## config.mk

```make
export PLATFORM = sky130hd
export DESIGN_NAME = rst_vec_encoder
export DESIGN_NICKNAME = d
export VERILOG_FILES = /design/src/rtl/rve_pkg.sv /design/src/rtl/rve_rst_sync.sv /design/src/rtl/rve_prio_enc.sv /design/src/rtl/rve_ack_capture.sv /design/src/rtl/rve_opcode_out.sv /design/src/rtl/rst_vec_encoder.sv
export SDC_FILE = /design/constraint.sdc
export NUM_CORES = 1
export LEC_CHECK = 0
export BUFFER_PORTS_ARGS = -buffer_cell sky130_fd_sc_hd__buf_2
export CAP_MARGIN = 30
export CORE_AREA = 2 2 39 41
export DETAILED_ROUTE_END_ITERATION = 12
export DIE_AREA = 0 0 41 43
export GPL_ROUTABILITY_DRIVEN = 1
export GPL_TIMING_DRIVEN = 0
export PLACE_DENSITY = 0.53
export RECOVER_POWER = 50
export REMOVE_ABC_BUFFERS = 1
export SLEW_MARGIN = 5
export SYNTH_ARGS = -nofsm -noshare
export SYNTH_HDL_FRONTEND = slang
export SYNTH_SLANG_ARGS = --single-unit
```

## constraint.sdc

```tcl
create_clock -name clk -period 1.1 [get_ports clk]
set_input_delay 0.11 -clock clk [delete_from_list [all_inputs] [get_ports clk]]
set_output_delay 0.11 -clock clk [all_outputs]
set_load 0.02 [all_outputs]
```

## src/rtl/rve_pkg.sv

```systemverilog
package rve_pkg;
  localparam int unsigned REQ_N   = 8;
  localparam int unsigned IDX_W   = $clog2(REQ_N);
  localparam int unsigned BYTE_W  = 8;
  localparam int unsigned FIELD_LO = 3;

  typedef logic [IDX_W-1:0]  idx_t;
  typedef logic [BYTE_W-1:0] byte_t;

  // Builds the restart byte: all ones except the index field at bits 5..3.
  function automatic byte_t form_restart(input idx_t idx);
    byte_t b;
    b = '1;
    b[FIELD_LO +: IDX_W] = idx;
    return b;
  endfunction
endpackage

```

## src/rtl/rve_rst_sync.sv

```systemverilog
module rve_rst_sync (
  input  logic clk,
  input  logic rst_n,
  output logic rst_sync_n
);
  logic [1:0] stage_q;

  always_ff @(posedge clk or negedge rst_n) begin
    if (!rst_n) stage_q <= 2'b00;
    else        stage_q <= {stage_q[0], 1'b1};
  end

  assign rst_sync_n = stage_q[1];
endmodule

```

## src/rtl/rve_prio_enc.sv

```systemverilog
module rve_prio_enc #(
  parameter int unsigned N = 8,
  localparam int unsigned W = $clog2(N)
) (
  input  logic [N-1:0] active,
  output logic         any,
  output logic [W-1:0] win_idx_n
);
  logic [N-1:0] above;
  logic [N-1:0] grant;

  genvar g;
  generate
    for (g = 0; g < N; g++) begin : g_lvl
      if (g == N-1) begin : g_top
        assign above[g] = 1'b0;
      end else begin : g_mid
        assign above[g] = above[g+1] | active[g+1];
      end
      assign grant[g] = active[g] & ~above[g];
    end
  endgenerate

  logic [W-1:0] idx;
  always_comb begin
    idx = '0;
    for (int i = 0; i < N; i++) begin
      if (grant[i]) idx = idx | W'(i);
    end
  end

  assign any       = |active;
  assign win_idx_n = ~idx;
endmodule

```

## src/rtl/rve_ack_capture.sv

```systemverilog
module rve_ack_capture #(
  parameter int unsigned W = 3
) (
  input  logic         clk,
  input  logic         rst_sync_n,
  input  logic         ack_n,
  input  logic [W-1:0] win_idx_n,
  output logic         drive,
  output logic [W-1:0] held_idx_n
);
  logic         drive_d;
  logic         load_en;
  logic [W-1:0] held_d;

  always_comb begin
    drive_d = ~ack_n;
    load_en = ~ack_n & ~drive;
    held_d  = held_idx_n;
    if (load_en) held_d = win_idx_n;
  end

  always_ff @(posedge clk or negedge rst_sync_n) begin
    if (!rst_sync_n) begin
      drive      <= 1'b0;
      held_idx_n <= '1;
    end else begin
      drive      <= drive_d;
      held_idx_n <= held_d;
    end
  end
endmodule

```

## src/rtl/rve_opcode_out.sv

```systemverilog
module rve_opcode_out
  import rve_pkg::*;
(
  input  logic  drive,
  input  idx_t  held_idx_n,
  output byte_t bus_out,
  output logic  bus_oe
);
  idx_t true_idx;
  assign true_idx = ~held_idx_n;
  assign bus_oe   = drive;
  assign bus_out  = drive ? form_restart(true_idx) : '0;
endmodule

```

## src/rtl/rst_vec_encoder.sv

```systemverilog
module rst_vec_encoder
  import rve_pkg::*;
(
  input  logic              clk,
  input  logic              rst_n,
  input  logic [REQ_N-1:0]  req_n,
  input  logic              ack_n,
  output logic              irq,
  output logic [BYTE_W-1:0] bus_out,
  output logic              bus_oe
);
  logic rst_sync_n;
  logic any_req;
  idx_t win_idx_n;
  idx_t held_idx_n;
  logic drive;
  logic irq_d;

  rve_rst_sync u_rst (
    .clk        (clk),
    .rst_n      (rst_n),
    .rst_sync_n (rst_sync_n)
  );

  rve_prio_enc #(.N(REQ_N)) u_enc (
    .active    (~req_n),
    .any       (any_req),
    .win_idx_n (win_idx_n)
  );

  rve_ack_capture #(.W(IDX_W)) u_cap (
    .clk        (clk),
    .rst_sync_n (rst_sync_n),
    .ack_n      (ack_n),
    .win_idx_n  (win_idx_n),
    .drive      (drive),
    .held_idx_n (held_idx_n)
  );

  rve_opcode_out u_out (
    .drive      (drive),
    .held_idx_n (held_idx_n),
    .bus_out    (bus_out),
    .bus_oe     (bus_oe)
  );

  always_comb irq_d = any_req;

  always_ff @(posedge clk or negedge rst_sync_n) begin
    if (!rst_sync_n) irq <= 1'b0;
    else             irq <= irq_d;
  end
endmodule

```

# After elaboration in Yosys (flattened, before gate mapping)
# Index checks and enable logic that the tools add are counted.
dict set report classes {
  mux 8
  n_reduce_logical 1
  bitwise_logic 23
}
# op count
set ops {}
lappend ops {{3-bit 2-to-1 mux} 4}
lappend ops {{8-bit 2-to-1 mux} 1}
lappend ops {{1-bit inverter} 8}
lappend ops {{8-bit inverter} 1}
lappend ops {{8-bit OR reduction} 1}
lappend ops {{1-bit AND} 7}
lappend ops {{3-bit inverter} 2}
lappend ops {{1-bit OR} 5}
lappend ops {{2-bit 2-to-1 mux} 2}
lappend ops {{1-bit 2-to-1 mux} 1}
dict set report word_totals {
  output_inout_bits 10
  in_bits 11
  regBits 7
  word_cells 36
}

# Depth between registers and ports, before layout
dict set report logic_depth {
  ltp_word 16
  ltp_mapped 4
  depth_no_buf 3
}

# Cells and area by module
# Synthesis repeated with hierarchy kept, for this count alone.
dict set report unflattened {
  hier_cells 41
  hier_area_um2 381.6
}
# module area_each_um2 cells_per_inst instances seq_area_each_um2
set modules_own_cells {}
lappend modules_own_cells {rve_ack_capture 147.6 9 1 103.8}
lappend modules_own_cells {rve_opcode_out 63.8 9 1 0.0}
lappend modules_own_cells {rve_prio_enc 61.3 11 1 0.0}
lappend modules_own_cells {rst_vec_encoder 55.1 9 1 25.0}
lappend modules_own_cells {rve_rst_sync 53.8 3 1 50.0}

# Least setup slack after synthesis
# Ideal clock, no wire load.
dict set report synth_timing {
  path_type {register to register}
  startpoint {register u_cap.drive}
  endpoint {register u_cap.held_idx_n[0]}
  required_ns 1.039
  period_less_slack_ns 1.180
  t_arrival_ns 1.120
  slack_ns -0.080
  path_buffers 1
  stages_incl_launch_ff 5
  setup_time_ns 0.061
  cell_sequence {dfrtp_1 -> or2_1 -> buf_6 -> a21oi_2 -> a32o_2}
}
dict set report synth_between {
  elab_chain_cells 2
}
# item line
set synth_rtl {}
lappend synth_rtl {{start: declaration} rve_ack_capture.sv:8} ;# output logic drive,
lappend synth_rtl {{start signal: assignment} rve_ack_capture.sv:27} ;# drive <= drive_d;
lappend synth_rtl {{1-bit inverter} rve_ack_capture.sv:17} ;# load_en = ~ack_n & ~drive;
lappend synth_rtl {{1-bit AND} rve_ack_capture.sv:17}
lappend synth_rtl {{end signal: assignment} rve_ack_capture.sv:28} ;# held_idx_n <= held_d;
lappend synth_rtl {{end: declaration} rve_ack_capture.sv:9} ;# output logic [W-1:0] held_idx_n
# Every way passes these cells.
# A chain may end at the register's enable or synchronous reset.

# Worst setup path after layout
dict set report layout_timing {
  startpoint {register u_cap.held_idx_n[0]}
  endpoint {output bus_out[3]}
}
dict set report layout_between {
  elab_chain_cells 2
}
# item line
set layout_rtl {}
lappend layout_rtl {{3-bit inverter} rve_opcode_out.sv:10} ;# assign true_idx = ~held_idx_n;
lappend layout_rtl {{8-bit 2-to-1 mux} rve_opcode_out.sv:12} ;# assign bus_out = drive ? form_restart(true_idx) : '0;
lappend layout_rtl {{end: declaration} rst_vec_encoder.sv:9} ;# output logic [BYTE_W-1:0] bus_out,
# Every way passes these cells.

==> results.txt <==
The number of antenna diodes in the final layout is 0. The number of max-cap violations is 0. Dividing total power by cell area gives a power density of 1320 mW/mm^2. The required time at the worst-slack endpoint is 0.99 ns. The largest individual stage delay along the critical path comes from the cell dfstp_2. The mapped netlist covers 357 um^2. The all-layer global routing usage came out at 9.02%.

The maximum level of the CTS H-tree came out at 1. For this run, the post-layout net count is 65. By instance count, the leading cell after synthesis is buf_4. Entering global routing, the biggest net connects 11 pins. The final number of max-transition violations is 0.

The largest total area in the synthesized netlist belongs to dfrtp_1. The fmax is 929 MHz. The placeable core region came out at 0.00138 mm^2.

The die outline height is 43 um. The clock passes through at most 2 buffers. The vias per cell came out at 4.33. The starting utilization of the core area came out at 25.8%. Measured along the x axis, the die boundary spans 41 um. The overall die area is 0.00176 mm^2. The synthesized design contains 7 register bits. The tightest hold path in the finished design has a slack of 0.0208 ns. The pre-antenna-repair detailed-routing pass consisted of 3 iterations. Sorting the synthesized cells by how often they occur yields buf_4 (5), dfrtp_1 (4), dfstp_2 (3), nand2_1 (3), nor2b_1 (3). The total via count after detailed routing came out at 299. STA classifies the critical path startpoint as a flip-flop. The number of antenna violations at the first check in global routing is 0. The worst setup path is of the flip-flop to primary output kind.

Dividing the synthesized area by the synthesized cell count gives 10.8 um^2. The number of primary I/O pins came out at 21. The critical register-to-register path endpoint is u_cap.held_idx_n[0]$_DFFE_PN1P_. The clock latency reported for the late side of the worst-skew pair came out at 0.24 ns. In the post-synthesis netlist, the biggest area contributors are dfrtp_1 (28%), dfstp_2 (22%), buf_4 (11%), nor2b_1 (5.3%), nand4_2 (3.5%). The period utilization is 97.9%. Summing the sequential cell areas from Yosys gives 50.2% of the chip area. Synthesis instantiated 19 different standard cells from the library.

The ratio of cells with drive above 1 in the final layout came out at 62.3%. The tree is rooted in a clkbuf_4. Walking the worst path, the cells encountered are nor2b_1 -> buf_4. The total design power came out at 0.631 mW.

Across all register-to-register paths, the minimum setup slack is 0.08 ns. For this run, design rule violations remaining after detail routing come to 0. The aggregate global routing overflow is 0. The maximum single-stage delay on the critical path came out at 0.53 ns.

The shortest period the worst path allows is 1.08 ns. The routability congestion estimate from global placement is 0.625. The CTS tree is built.

In the detailed route, the total length drawn on met2 is 371 um. The HPWL after detailed placement came out at 560 um. The sink count of the clock tree is 7. The synthesis-to-finish area growth came out at 33.7%. The leakage power of the design is 0.231 nW. Measured in cells, the most critical reg-to-reg path has a length of 3. The min-delay analysis places its worst path in the category primary input to flip-flop. The number of design-rule violations left by the first detailed-router iteration is 2. In the final routed layout, each cell accounts on average for 9.25 um. The most critical setup path has its startpoint at u_cap.held_idx_n[0]$_DFFE_PN1P_. The number of buffers created by CTS came out at 3. The flip-flop cell with the highest count after synthesis is dfrtp_1.

The peak ir drop on the vdd network came out at 0.000743 V. Counting flops with a built-in enable in the synthesized netlist gives 0. The worst register-to-register path begins at u_cap.drive$_DFF_PN0_. The total non-filler cell area in the finished layout is 477 um^2. The remaining number of nets flagged by the antenna check after routing is 0. The run finished with clean final reports. The routed metal-1 wirelength is 219 um. The final count of hold timing violations was 0.

The most critical setup path has its endpoint at bus_out[3]. The met3 layer wire length in the routed design came out at 47 um. The highest metal layer carrying signal wires in the routed design is met3. The setup skew after layout is 0.00150 ns.

STA puts the critical path data arrival time at 0.97 ns. After detailed placement, the total cell area comes to 428 um^2. The via count of the first global-routing pass is 274. For this run, asynchronously set or reset flops after synthesis account for 100%. In this run the biggest area consumer among cell types represents 28.1% of the synthesized area. STA classifies the critical path endpoint as a primary output. In this run the tool buffered the top-level ports with 20 buffer cells. Along the worst path, the maximum fanout reaches 2. The synthesized instance count is 33. The count of standard-cell rows came out at 14. The setup violation total in the final timing report came out at 0. The total routed wirelength came out at 638 um. The yosys synthesis warning count came out at 0. Setup repair after global routing could not meet its margin everywhere. The wire length of the first global-routing pass came out at 1020 um. The clock slew seen by the registers of the worst setup and hold paths is 0.05 ns.
## placed cells by master (no fill, tap or decap), types with 2 or more instances in the layout
master | Yosys | routed
buf_2 | 0 | 18
buf_4 | 5 | 2
clkbuf_1 | 0 | 2
clkbuf_4 | 0 | 3
dfrtp_1 | 4 | 3
dfstp_2 | 3 | 3
inv_1 | 2 | 2
nand2_1 | 3 | 3
nor2b_1 | 3 | 3
## through the flow
stage	utilization, %	setup slack, ns	cells	setup TNS (ns)
2_1_floorplan	-	-0.616	27	-3.30
3_3_place_gp	30.9	0.00251	63	0
3_5_place_dp	30.9	-0.0349	63	-0.0349
4_1_cts	33.8	-0.00181	68	-0.00354
5_1_grt	34.4	-0.0347	69	-0.199
6_report	34.4	0.0236	69	0
## report_power, final
| part | switching, mW | leakage (nW) | internal, mW | total [mW] |
|---|---|---|---|---|
| Combinational | 0.0629 | 0.142 | 0.0521 | 0.115 |
| Sequential | 0.0116 | 0.0739 | 0.282 | 0.294 |
| Clock | 0.0844 | 0.0150 | 0.138 | 0.222 |
## registers in the layout (all words and copies together), names as in the netlist
| name | flops |
|---|---|
| u_cap.held_idx_n | 3 |
| irq | 1 |
| u_cap.drive | 1 |
| u_rst.stage_q | 2 |
## routing by layer
metal,vias up,GRT usage (%)
met4,0,0
met5,-,0
met3,0,7.85
met1,144,7.28
li1,144,-
met2,11,16.3
## worst max-delay path: cells and delay by family, from the launching register on
kind	cells	cell delay (ns)
and+or+nand+nor	1	0.04
buffers and inverters	1	0.15
DFF	1	0.53
## kinds of logic (layout without fill, tap and decap cells)
kind of cell           Yosys count  in the layout  synth area share, %
AO/OA/AOI/OAI                    6              6                 14.0
flip-flops                       7              7                 50.2
other                            1              1                 1.05
AND/OR/NAND/NOR                 11             11                 19.0
buffers and inverters            8             28                 15.8
## worst min-delay path by stage
| stage | startpoint | to | slack, ns | cells past startpoint |
|---|---|---|---|---|
| after floorplan | rst_n | u_rst.stage_q[0]$_DFF_PN0_ | -0.19 | 0 |
| after global placement | rst_n | u_rst.stage_q[0]$_DFF_PN0_ | -0.10 | 1 |
| after detailed placement | rst_n | u_rst.stage_q[0]$_DFF_PN0_ | -0.10 | 1 |
| after CTS | ack_n | u_cap.drive$_DFF_PN0_ | 0.02 | 2 |
| after global routing | ack_n | u_cap.drive$_DFF_PN0_ | 0.007 | 2 |
| final | ack_n | u_cap.drive$_DFF_PN0_ | 0.02 | 2 |
## timing repair
action / in CTS / in global routing
gates resized for setup: 2 / 3
endpoints found under the setup margin: 5 / 4
gates cloned: 0 / 0
setup buffers: 0 / 1
hold buffers: 1 / 0
endpoints found under the hold margin: 2 / 0
## layout make-up
cell class / instances / area, um^2
clock buffer: 4 / 26.3
fill: 152 / 907
inverter: 2 / 7.51
multi-input combinational: 18 / 124
sequential: 7 / 180
tap: 16 / 20.0
timing repair buffer: 22 / 119
Note: power is estimated with default switching activity, not from simulation.
